===== src/rtl/pdn_pkg.sv =====
package pdn_pkg;
  typedef enum logic [2:0] {
    ST_IDLE     = 3'd0,
    ST_DRAIN    = 3'd1,
    ST_SR_ENTER = 3'd2,
    ST_SLEEP    = 3'd3,
    ST_SR_EXIT  = 3'd4,
    ST_ACK      = 3'd5
  } pdn_state_e;
endpackage


===== src/rtl/pdn_rst_sync.sv =====
module pdn_rst_sync #(
  parameter int STAGES = 2
) (
  input  logic clk,
  input  logic rst_n,
  output logic rst_n_sync
);
  logic [STAGES-1:0] sync_q;

  always_ff @(posedge clk or negedge rst_n) begin
    if (!rst_n) sync_q <= '0;
    else        sync_q <= {sync_q[STAGES-2:0], 1'b1};
  end

  assign rst_n_sync = sync_q[STAGES-1];
endmodule


===== src/rtl/pdn_reg_decode.sv =====
module pdn_reg_decode #(
  parameter int              ADDR_W  = 24,
  parameter int              DATA_W  = 32,
  parameter logic [ADDR_W-1:0] PD_ADDR = 24'h100108
) (
  input  logic              clk,
  input  logic              rst_n,
  input  logic              cfg_req,
  input  logic              cfg_we,
  input  logic [ADDR_W-1:0] cfg_addr,
  output logic              trig,
  output logic              rd_ack,
  output logic [DATA_W-1:0] rdata
);
  logic hit;
  logic rd_hit;
  logic rd_ack_q;

  assign hit    = cfg_req && (cfg_addr == PD_ADDR);
  assign trig   = hit && cfg_we;
  assign rd_hit = hit && !cfg_we;

  always_ff @(posedge clk or negedge rst_n) begin
    if (!rst_n) rd_ack_q <= 1'b0;
    else        rd_ack_q <= rd_hit;
  end

  assign rd_ack = rd_ack_q;
  assign rdata  = '0;
endmodule


===== src/rtl/pdn_wake_latch.sv =====
module pdn_wake_latch (
  input  logic clk,
  input  logic rst_n,
  input  logic arm,
  input  logic clr,
  input  logic wake_in,
  output logic pend
);
  logic pend_q;
  logic pend_d;
  logic pend_en;

  always_comb begin
    pend_en = clr || (arm && wake_in);
    pend_d  = clr ? 1'b0 : 1'b1;
  end

  always_ff @(posedge clk or negedge rst_n) begin
    if (!rst_n)       pend_q <= 1'b0;
    else if (pend_en) pend_q <= pend_d;
  end

  assign pend = pend_q;
endmodule


===== src/rtl/pdn_fsm.sv =====
module pdn_fsm
  import pdn_pkg::*;
(
  input  logic clk,
  input  logic rst_n,
  input  logic trig,
  input  logic mem_busy,
  input  logic sr_ack,
  input  logic wake_now,
  input  logic wake_pend,
  output logic sr_req,
  output logic global_pd,
  output logic wr_done,
  output logic early_arm,
  output logic pend_clr,
  output logic grant_ok
);
  pdn_state_e state_q;
  pdn_state_e state_d;

  always_comb begin
    state_d = state_q;
    unique case (state_q)
      ST_IDLE:     if (trig)                   state_d = ST_DRAIN;
      ST_DRAIN:    if (!mem_busy)              state_d = ST_SR_ENTER;
      ST_SR_ENTER: if (sr_ack)                 state_d = ST_SLEEP;
      ST_SLEEP:    if (wake_now || wake_pend)  state_d = ST_SR_EXIT;
      ST_SR_EXIT:  if (!sr_ack)                state_d = ST_ACK;
      ST_ACK:                                  state_d = ST_IDLE;
      default:                                 state_d = ST_IDLE;
    endcase
  end

  always_ff @(posedge clk or negedge rst_n) begin
    if (!rst_n) state_q <= ST_IDLE;
    else        state_q <= state_d;
  end

  always_comb begin
    sr_req    = (state_q == ST_SR_ENTER) || (state_q == ST_SLEEP);
    global_pd = (state_q == ST_SLEEP);
    wr_done   = (state_q == ST_ACK);
    early_arm = (state_q == ST_DRAIN) || (state_q == ST_SR_ENTER);
    pend_clr  = (state_q == ST_SLEEP) && (state_d == ST_SR_EXIT);
    grant_ok  = (state_q == ST_IDLE) || (state_q == ST_ACK);
  end
endmodule


===== src/rtl/pdn_sequencer.sv =====
module pdn_sequencer #(
  parameter int                ADDR_W  = 24,
  parameter int                DATA_W  = 32,
  parameter logic [ADDR_W-1:0] PD_ADDR = 24'h100108,
  parameter int                RST_STAGES = 2
) (
  input  logic              clk,
  input  logic              rst_n,
  input  logic              cfg_req,
  input  logic              cfg_we,
  input  logic [ADDR_W-1:0] cfg_addr,
  output logic [DATA_W-1:0] rdata,
  output logic              rd_ack,
  output logic              wr_done,
  input  logic              mem_busy,
  output logic              sr_req,
  input  logic              sr_ack,
  output logic              global_pd,
  input  logic              irq,
  input  logic              ext_req,
  output logic              ext_gnt
);
  logic rst_n_i;
  logic trig;
  logic wake_now;
  logic wake_pend;
  logic early_arm;
  logic pend_clr;
  logic grant_ok;

  pdn_rst_sync #(.STAGES(RST_STAGES)) u_rst (
    .clk        (clk),
    .rst_n      (rst_n),
    .rst_n_sync (rst_n_i)
  );

  pdn_reg_decode #(.ADDR_W(ADDR_W), .DATA_W(DATA_W), .PD_ADDR(PD_ADDR)) u_dec (
    .clk      (clk),
    .rst_n    (rst_n_i),
    .cfg_req  (cfg_req),
    .cfg_we   (cfg_we),
    .cfg_addr (cfg_addr),
    .trig     (trig),
    .rd_ack   (rd_ack),
    .rdata    (rdata)
  );

  assign wake_now = irq || ext_req;

  pdn_wake_latch u_wake (
    .clk     (clk),
    .rst_n   (rst_n_i),
    .arm     (early_arm),
    .clr     (pend_clr),
    .wake_in (wake_now),
    .pend    (wake_pend)
  );

  pdn_fsm u_fsm (
    .clk       (clk),
    .rst_n     (rst_n_i),
    .trig      (trig),
    .mem_busy  (mem_busy),
    .sr_ack    (sr_ack),
    .wake_now  (wake_now),
    .wake_pend (wake_pend),
    .sr_req    (sr_req),
    .global_pd (global_pd),
    .wr_done   (wr_done),
    .early_arm (early_arm),
    .pend_clr  (pend_clr),
    .grant_ok  (grant_ok)
  );

  assign ext_gnt = ext_req && grant_ok;
endmodule


===== config.mk =====
export PLATFORM = sky130hd
export DESIGN_NAME = pdn_sequencer
export DESIGN_NICKNAME = d
export VERILOG_FILES = /design/src/rtl/pdn_pkg.sv /design/src/rtl/pdn_rst_sync.sv /design/src/rtl/pdn_reg_decode.sv /design/src/rtl/pdn_wake_latch.sv /design/src/rtl/pdn_fsm.sv /design/src/rtl/pdn_sequencer.sv
export SDC_FILE = /design/constraint.sdc
export NUM_CORES = 1
export LEC_CHECK = 0
export ABC_AREA = 1
export BUFFER_PORTS_ARGS = -buffer_cell sky130_fd_sc_hd__buf_2
export CORE_ASPECT_RATIO = 0.8
export CORE_MARGIN = 1.5
export CORE_UTILIZATION = 37
export DETAILED_ROUTE_END_ITERATION = 12
export GPL_ROUTABILITY_DRIVEN = 0
export GPL_TIMING_DRIVEN = 1
export HOLD_SLACK_MARGIN = 0.05
export PLACE_DENSITY = 0.86
export SLEW_MARGIN = 20
export SYNTH_ARGS = -nofsm -noshare
export SYNTH_HDL_FRONTEND = slang
export SYNTH_SLANG_ARGS = --single-unit

===== constraint.sdc =====
create_clock -name clk -period 0.8 [get_ports clk]
set_input_delay 0.04 -clock clk [delete_from_list [all_inputs] [get_ports clk]]
set_output_delay 0.04 -clock clk [all_outputs]
set_load 0.005 [all_outputs]

==> run_results.csv, run 1 <==
group,metric,value,unit
drt,viasPerCell,4.01,
sta,hold_ws,77.7,ps
global_routing,grt.total_usage,0.135,
drt,post_drt_wl_per_cell,7.84,um
floorplan,die_y,43.4,um
power,ir_drop,1.39,mV
yosys,synth_seq_area_share,0.232,
clock_network,cts_buffers,3,
floorplan,num_rows,14,
yosys,synth_top_area_share,0.318,
critical_path,r2r-end,"u_fsm.state_q[2]$_DFF_PN0_",
clock_network,root_buffer,"clkbuf_4",
critical_path,endpoint_kind,"flop",
min_path,min_path_type,"reg -> async",
cells_and_area,final_util,0.493,
yosys,ys_types,17,
drt,vias,754,
critical_path,critPathArrivalTime,1320,ps
floorplan,initial_core_util,0.395,
critical_path,reg2reg_slack,-390,ps
floorplan,core_area,1910,um2
yosys,yosys-top-cells-area,"buf_4 32%, dfrtp_1 23%, nor2_1 17%",
clock_network,clk_latency,240,ps
yosys,yosysTopAreaCell,"buf_4",
cells_and_area,final.fill_count,201,
sta,fin_worst_skew,2.13,ps
clock_network,numClockSinks,7,
sta,tns,-2720,ps
cells_and_area,syn_to_final_growth,24.9,%
sta,setup_ws,-391,ps
placed_design,place_ws,-213,ps
drt,routed_wl,1470,um
cells_and_area,final_layout_size_suffix_gt1_frac,0.311,
sta,period_needed,1190,ps
drt,drc,0,
floorplan,ios,69,
floorplan,die-area,2320,um2
sta,setup_viol,8,
critical_path,cp.required,930,ps
critical_path,crit_type,"reg -> reg",
sta,grt_setup_unrepaired,"true",
cells_and_area,n_antenna_cell,0,
drt,drt_iter0_markers,6,
critical_path,critical_path.max_fanout,5,
cells_and_area,final_nets,197,
sta,slew_viol_final,0,
drt,ant_nets,0,
yosys,synth.top_cells.by_count,"34 x nor2_1, 32 x buf_4, 14 x nand2_1",
yosys,syn-mean-instance-area,6.45,um2
sta,final-hold-violation-count,0,
floorplan,die_w,53.5,um
job,cap_violations,0,
clock_network,cts_htree_levels,1,
run_status,violations,"setup timing",
power,leakagePower,0.000559,uW
placed_design,dp_hpwl,1180,um
global_routing,grt_overflow_total,0,
yosys,ys_warn_count,0,
run_status,status,"complete, but fails checks",
power,p_per_area,1760,nW/um2
yosys,netlist_area,754,um2
yosys,ys.flop_type,"dfrtp_1",
clock_network,cts_tree,"built",
global_routing,grt_pass1_vias,647,
drt,first_pass_iters,4,
critical_path,worstSetupStartpointType,"flop",
placed_design,port_buffers,36,
global_routing,grt_pass1_wl,2330,um
critical_path,reg2reg_from,"u_fsm.state_q[1]$_DFF_PN0_",
clock_network,clkTransAtPathRegs,50,ps
yosys,synth-async-reset-ratio,1.00,
sta,fmax,840,MHz
yosys,post-synth-top-count-cell,"nor2_1",
yosys,synth_edf_count,0,
clock_network,clock_path_buffers,2,
sta,finalCritPeriodShare,1.49,
yosys,ys_ff_latch,7,
yosys,synth_cells,117,
global_routing,grt_max_degree,6,
global_routing,antenna_found_initial,0,
critical_path,r2r_cells,7,
sequential cells by signal, summed over array words and instances, names as in the netlist:
register	cells
u_dec.rd_ack	1
u_wake.pend	1
u_fsm.state_q	3
u_rst.sync_q	2
logic make-up (layout without fill, tap and decap cells):
kind of cell | Yosys count | count (layout) | synth area share
other | 2 | 33 | 0.00995
and+or+nand+nor | 62 | 62 | 0.358
buffers and inverters | 43 | 59 | 0.373
DFF | 7 | 7 | 0.232
AOI/OAI and AO/OA | 3 | 3 | 0.0265
power by group:
part | switching, uW | leakage (uW) | internal (uW) | total (uW)
sequential | 52.8 | 0.0000881 | 443 | 496
clock | 120 | 0.0000150 | 190 | 309
combinational | 485 | 0.000456 | 370 | 855
critical path, stage by stage (launching register included):
cell and delay (ps):
dfrtp_1 380, inv_2 90, buf_4 140, nor3_4 40, buf_4 130, nand2_1 50
inv_1 40, or2_1 190
stage by stage:
stage | std cells | area, um2 | total power, uW
global placement | 177 | 851 | 1180
finish | 188 | 942 | 1660
global route | 188 | 942 | 1820
CTS | 188 | 937 | 1630
detailed placement | 177 | 851 | 1200
floorplan | 148 | 873 | 1060
how the worst max path moves through the flow:
stage                                          start                          to  slack (ps)  cells past startpoint
after CTS                 u_fsm.state_q[1]$_DFF_PN0_                     ext_gnt        -400                      6
after global placement    u_fsm.state_q[1]$_DFF_PN0_  u_fsm.state_q[0]$_DFF_PN0_        -180                      6
final                     u_fsm.state_q[1]$_DFF_PN0_  u_fsm.state_q[2]$_DFF_PN0_        -390                      7
after detailed placement  u_fsm.state_q[2]$_DFF_PN0_  u_fsm.state_q[0]$_DFF_PN0_        -210                      6
after global routing      u_fsm.state_q[0]$_DFF_PN0_                     ext_gnt        -520                      4
after floorplan           u_fsm.state_q[0]$_DFF_PN0_  u_fsm.state_q[2]$_DFF_PN0_        -150                      5
per-layer routing:
metal | track usage | wire length, um
met2 | 0.244 | 758
met4 | 0.0615 | 4
met5 | 0 | 0
met3 | 0.0552 | 131
met1 | 0.134 | 580
cells in the final DEF, fill, tap and decap left out, drive strengths merged:
| master | Yosys | final |
|---|---|---|
| conb | 2 | 33 |
| inv | 11 | 11 |
| clkbuf | 0 | 4 |
| dlygate4sd3 | 0 | 3 |
| o211ai | 1 | 1 |
| o21ai | 1 | 1 |
| nor3 | 2 | 2 |
| dfrtp | 7 | 7 |
| nor2 | 35 | 35 |
| a21boi | 1 | 1 |
| or2 | 1 | 1 |
| nand2 | 15 | 15 |
| nand3 | 5 | 5 |
| nand4 | 4 | 4 |
| buf | 32 | 41 |
final cells by class:
cell class / instances / area [um2] / area share
inverter: 11 / 41.3 / 0.0438
clock buffer: 4 / 26.3 / 0.0279
tap: 24 / 30.0 / 0.0319
multi-input combinational: 98 / 422 / 0.448
timing repair buffer: 44 / 248 / 0.263
sequential: 7 / 175 / 0.186
what timing repair did:
action                                  in CTS  in global routing
hold endpoints to repair                     4                  0
endpoints found under the setup margin       8                  9
hold buffers                                 3                  0
gates resized for setup                      0                  1
pin swaps                                    1                  0
setup buffers                                4                  0
No activity file was read; power rests on OpenSTA's default activity.
==> run 2: changes to the inputs <==
- RECOVER_POWER: default -> 100
==> run 2 against run 1 <==
  * The run still ends with setup timing left
  * Core utilization decreased by 0.066 points
  * Count of clock-buffer cells in the layout unchanged
  * Fmax stayed put
  * Sequential power barely moved
  * Wire length shrank 0.20%
  * First-iteration DRC count unchanged
  * Critical path depth unchanged
  * Global-route usage unchanged
  * Via count increased by 0.27%
  * Clock power about the same
  * Clock skew barely moved
  * Largest power group unchanged
==> run_results.csv, run 2 (synthesized netlist as in run 1, its figures left out) <==
group,metric,value,unit
run_status,status,"complete, but fails checks",
run_status,violations,"setup timing",
sta,setup_ws,-391,ps
floorplan,die_y,43.4,um
sta,finalCritPeriodShare,1.49,
critical_path,endpoint_kind,"flop",
placed_design,port_buffers,36,
drt,ant_nets,0,
cells_and_area,syn_to_final_growth,24.7,%
global_routing,antenna_found_initial,0,
power,leakagePower,0.000556,uW
cells_and_area,n_antenna_cell,0,
clock_network,cts_buffers,3,
power,p_seq_frac,0.299,
global_routing,grt_pass1_wl,2330,um
cells_and_area,top_regs,"u_fsm.state_q: 3 flops, u_rst.sync_q: 2 flops",
cells_and_area,final_common_cell,"buf_2",
cells_and_area,stdcell_area,941,um2
cells_and_area,largest_register,"u_fsm.state_q",
placed_design,dp_hpwl,1180,um
cells_and_area,final_nets,197,
drt,viasPerCell,4.02,
critical_path,critical_path.max_fanout,5,
critical_path,crit_type,"reg -> reg",
clock_network,numClockSinks,7,
sta,slew_viol_final,0,
sta,fmax,840,MHz
drt,post_drt_wl_per_cell,7.82,um
critical_path,critPathArrivalTime,1320,ps
global_routing,grt_max_degree,6,
clock_network,root_buffer,"clkbuf_4",
power,power_frac_clock,0.186,
floorplan,core_area,1910,um2
critical_path,r2r_cells,7,
global_routing,grt_pass1_vias,647,
floorplan,die-area,2320,um2
clock_network,cts_htree_levels,1,
drt,drc,0,
cells_and_area,final_layout_size_suffix_gt1_frac,0.305,
power,p_per_area,1760,nW/um2
min_path,min_path_type,"reg -> async",
clock_network,clk_latency,240,ps
critical_path,crit_start,"u_fsm.state_q[1]$_DFF_PN0_",
critical_path,worstSetupStartpointType,"flop",
floorplan,ios,69,
clock_network,clock_path_buffers,2,
critical_path,cp.required,930,ps
clock_network,cts_tree,"built",
sta,fin_worst_skew,2.11,ps
sta,period_needed,1190,ps
sta,final-hold-violation-count,0,
sta,hold_ws,77.7,ps
cells_and_area,multi_input_area,422,um2
critical_path,reg2reg_slack,-390,ps
job,cap_violations,0,
clock_network,clkTransAtPathRegs,50,ps
placed_design,placed_area,851,um2
drt,routed_wl,1470,um
sta,grt_setup_unrepaired,"true",
drt,drt_iter0_markers,6,
global_routing,grt_overflow_total,0,
cells_and_area,layout_common_cells,"35 x buf_2, 33 x nor2_1, 33 x conb_1",
floorplan,initial_core_util,0.395,
drt,first_pass_iters,4,
cells_and_area,final.fill_count,199,
critical_path,crit_end,"u_fsm.state_q[2]$_DFF_PN0_",
drt,vias,756,
floorplan,num_rows,14,
cells_and_area,largest_reg_flops,3,
power,ir_drop,1.39,mV
power,netSwitchingFraction,0.396,
power,p_comb_frac,0.515,
cells_and_area,seq_area,175,um2
global_routing,grt.total_usage,0.135,
power,power.net_switching,657,uW
critical_path,reg2reg_from,"u_fsm.state_q[1]$_DFF_PN0_",
floorplan,die_w,53.5,um
power,p_int,1000,uW
cells_and_area,final_util,0.493,
sta,setup_viol,8,
critical_path,r2r-end,"u_fsm.state_q[2]$_DFF_PN0_",
-- run 2: cell count changes in the layout (fill, tap and decap cells not counted) --
cell | before | now
clkbuf_1 | 1 | 2
buf_2 | 36 | 35
-- run 2: per-stage QoR --
| stage | worst slack, ps | setup TNS (ps) | std cells | power (uW) |
|---|---|---|---|---|
| 2_1_floorplan | -146 | -541 | 148 | 1060 |
| 3_3_place_gp | -176 | -838 | 177 | 1180 |
| 3_5_place_dp | -213 | -958 | 177 | 1200 |
| 4_1_cts | -404 | -2680 | 188 | 1630 |
| 5_1_grt | -522 | -3360 | 188 | 1820 |
| 6_report | -391 | -2720 | 188 | 1660 |
-- run 2: worst max-delay path, cell delays in order (launching register included) --
cell and delay (ps):
dfrtp_1 380, inv_2 90, buf_4 140, nor3_4 40
buf_4 130, nand2_1 50, inv_1 40, or2_1 190
-- run 2: area by class of cell --
type,count,area share
Clock buffer,4,0.0279
Timing Repair Buffer,44,0.262
Multi-Input combinational cell,98,0.448
Inverter,11,0.0439
Tap cell,24,0.0319
Sequential cell,7,0.186
-- run 2: power groups by stage --
stage          Combinational (uW)  Clock [uW]  Sequential, uW
6_report                      854         310             496
5_1_grt                       956         354             508
4_1_cts                       803         330             494
3_5_place_dp                  667           0             529
3_3_place_gp                  656           0             526
2_1_floorplan                 545           0             519
-- run 2: repair_timing --
item	4_1_cts	5_1_grt
buffers inserted	4	0
gates resized for setup	0	1
endpoints found under the hold margin	4	0
hold buffers	3	0
endpoints found under the setup margin	8	9
pin swaps	1	0
-- run 2: worst min-delay path by stage --
stage	end	slack (ps)	cells after the start
final	u_dec.rd_ack$_DFF_PN0_	80	0
after global routing	u_dec.rd_ack$_DFF_PN0_	100	0
after CTS	u_wake.pend$_DFFE_PN0P_	80	0
after detailed placement	u_rst.sync_q[0]$_DFF_PN0_	-170	1
after global placement	u_rst.sync_q[0]$_DFF_PN0_	-170	1
after floorplan	u_rst.sync_q[0]$_DFF_PN0_	-260	0
-- run 2: metal layers --
| layer | share of wire | global-route usage |
|---|---|---|
| met5 | 0 | 0 |
| met4 | 0.0027 | 0.0615 |
| met1 | 0.39 | 0.134 |
| met3 | 0.089 | 0.0552 |
| met2 | 0.52 | 0.244 |
==> run 3: changes to the inputs <==
- CELL_PAD_IN_SITES_DETAIL_PLACEMENT: default -> 0
- CELL_PAD_IN_SITES_GLOBAL_PLACEMENT: default -> 1
- CORE_UTILIZATION: 37 -> 22
- PLACE_DENSITY: 0.86 -> 0.83
- SETUP_SLACK_MARGIN: default -> 0.5
==> run 3 against run 2 <==
  * The flow finishes with violations (hold timing, setup timing)
  * Non-clock buffer count is 6 higher
  * Flip-flop and latch count stayed put
  * Register-to-register slack better by 80 ps
  * First-iteration DRC count grew to 3.8 times the previous value
  * Via count is 0.93% higher
  * Sequential share of layout area is 4.0 points lower
  * Clock power is 58% higher
  * Hold slack worse by 84 ps
  * Critical path type is now reg -> out
  * Largest cell class unchanged
  * Largest power group unchanged
==> run_results.csv, run 3 (synthesized netlist as in run 1, its figures left out) <==
group,metric,value,unit
clock_network,root_buffer,"clkbuf_8",
sta,final-hold-violation-count,1,
cells_and_area,layout_common_cells,"33 x conb_1, 21 x nor2_1, 20 x buf_6",
floorplan,initial_core_util,0.238,
floorplan,num_rows,18,
min_path,min_path_type,"in -> reg",
critical_path,endpoint_kind,"primary output",
global_routing,grt_max_degree,6,
global_routing,use_met1,0.0988,
min_path,whs_path_depth,2,
power,ir_drop,1.16,mV
drt,post_drt_wl_per_cell,8.60,um
clock_network,cts_tree,"built",
critical_path,critPathArrivalTime,1130,ps
global_routing,antenna_found_initial,0,
cells_and_area,final_common_cell,"conb_1",
critical_path,worstSetupStartpointType,"flop",
drt,first_pass_iters,4,
global_routing,grt_overflow_total,0,
clock_network,clock_path_buffers,2,
global_routing,use_met3,0.0468,
sta,hold_ws,-6.14,ps
clock_network,numClockSinks,7,
clock_network,cts_buffers,3,
floorplan,ios,69,
clock_network,clkTransAtPathRegs,40,ps
cells_and_area,final_nets,203,
cells_and_area,top_regs,"u_fsm.state_q: 3 flops, u_rst.sync_q: 2 flops",
floorplan,die_w,68.5,um
sta,setup_ws,-375,ps
sta,setup_viol,8,
drt,vias,763,
global_routing,grt.total_usage,0.0896,
sta,finalCritPeriodShare,1.47,
drt,drt_iter0_markers,23,
min_path,hold_end,"u_dec.rd_ack$_DFF_PN0_",
critical_path,crit_type,"reg -> out",
critical_path,r2r-end,"u_fsm.state_q[0]$_DFF_PN0_",
floorplan,die-area,3790,um2
clock_network,clk_latency,220,ps
global_routing,grt_pass1_vias,691,
sta,fmax,851,MHz
cells_and_area,syn_to_final_growth,60.0,%
cells_and_area,final_layout_size_suffix_gt1_frac,0.465,
sta,fin_worst_skew,1.02,ps
clock_network,hold_buffers,1,
drt,ant_nets,0,
cells_and_area,largest_reg_flops,3,
drt,routed_wl,1810,um
critical_path,critical_path.max_fanout,4,
power,p_per_area,1850,nW/um2
placed_design,port_buffers,36,
cells_and_area,largest_register,"u_fsm.state_q",
global_routing,gr-max-usage-layer,"met2",
run_status,violations,"hold timing, setup timing",
critical_path,cp.required,760,ps
placed_design,dp_hpwl,1380,um
run_status,status,"complete, but fails checks",
sta,grt_setup_unrepaired,"true",
power,leakagePower,0.000626,uW
clock_network,cts_htree_levels,1,
global_routing,grt_pass1_wl,2620,um
sta,slew_viol_final,0,
drt,drc,0,
min_path,hold_start,"cfg_we",
floorplan,core_area,3180,um2
critical_path,r2r_cells,7,
sta,period_needed,1170,ps
critical_path,reg2reg_slack,-310,ps
cells_and_area,n_antenna_cell,0,
floorplan,die_y,55.4,um
drt,viasPerCell,3.63,
job,cap_violations,0,
global_routing,grt.met2_usage,0.151,
placed_design,place_ws,-196,ps
critical_path,reg2reg_from,"u_fsm.state_q[1]$_DFF_PN0_",
-- run 3: area by class of cell --
cell class / instances / area, um2
Tap cell: 40 / 50.0
Fill cell: 342 / 1970
Multi-Input combinational cell: 98 / 493
Timing Repair Buffer: 50 / 402
Sequential cell: 7 / 176
Inverter: 11 / 41.3
Clock buffer: 4 / 45.0
-- run 3: report_power, final --
| part | internal (uW) | total [uW] | switching [uW] |
|---|---|---|---|
| sequential | 449 | 546 | 96.9 |
| combinational | 643 | 1200 | 558 |
| clock | 344 | 490 | 146 |
-- run 3: critical path, cell delays in order, from the launching register on --
cell and delay, ps:
dfrtp_1 390, inv_2 100, nand2_2 50, nor2_2 90, inv_1 50, a21boi_1 110, buf_2 120
-- run 3: how the worst max path moves through the flow --
stage / to / from / cells past startpoint / slack, ps
after global routing: ext_gnt / u_fsm.state_q[1]$_DFF_PN0_ / 6 / -440
after floorplan: u_fsm.state_q[2]$_DFF_PN0_ / u_fsm.state_q[0]$_DFF_PN0_ / 5 / -150
final: ext_gnt / u_fsm.state_q[1]$_DFF_PN0_ / 6 / -370
after global placement: u_fsm.state_q[2]$_DFF_PN0_ / u_fsm.state_q[1]$_DFF_PN0_ / 5 / -190
after detailed placement: u_fsm.state_q[0]$_DFF_PN0_ / u_fsm.state_q[2]$_DFF_PN0_ / 6 / -200
after CTS: ext_gnt / u_fsm.state_q[2]$_DFF_PN0_ / 4 / -370
-- run 3: routing by layer --
layer / share of wire / routed length, um
met5: 0 / 0
met4: 0 / 0
met3: 0.084 / 152
met2: 0.52 / 938
met1: 0.40 / 715
-- run 3: timing repair --
item,in CTS,in global routing
pin swaps,10,19
gates resized for setup,15,33
buffers inserted,6,1
endpoints found under the setup margin,16,11
endpoints found under the hold margin,3,1
-- run 3: through the flow --
stage | instance area, um2 | instances | total power (uW) | TNS [ps] | utilization
6_report | 1210 | 210 | 2240 | -2370 | 0.380
4_1_cts | 1090 | 209 | 2040 | -2240 | 0.343
3_5_place_dp | 911 | 198 | 1270 | -1040 | 0.287
3_3_place_gp | 911 | 198 | 1270 | -1030 | 0.287
5_1_grt | 1210 | 210 | 2420 | -2850 | 0.380
2_1_floorplan | 876 | 148 | 1060 | -541 | -
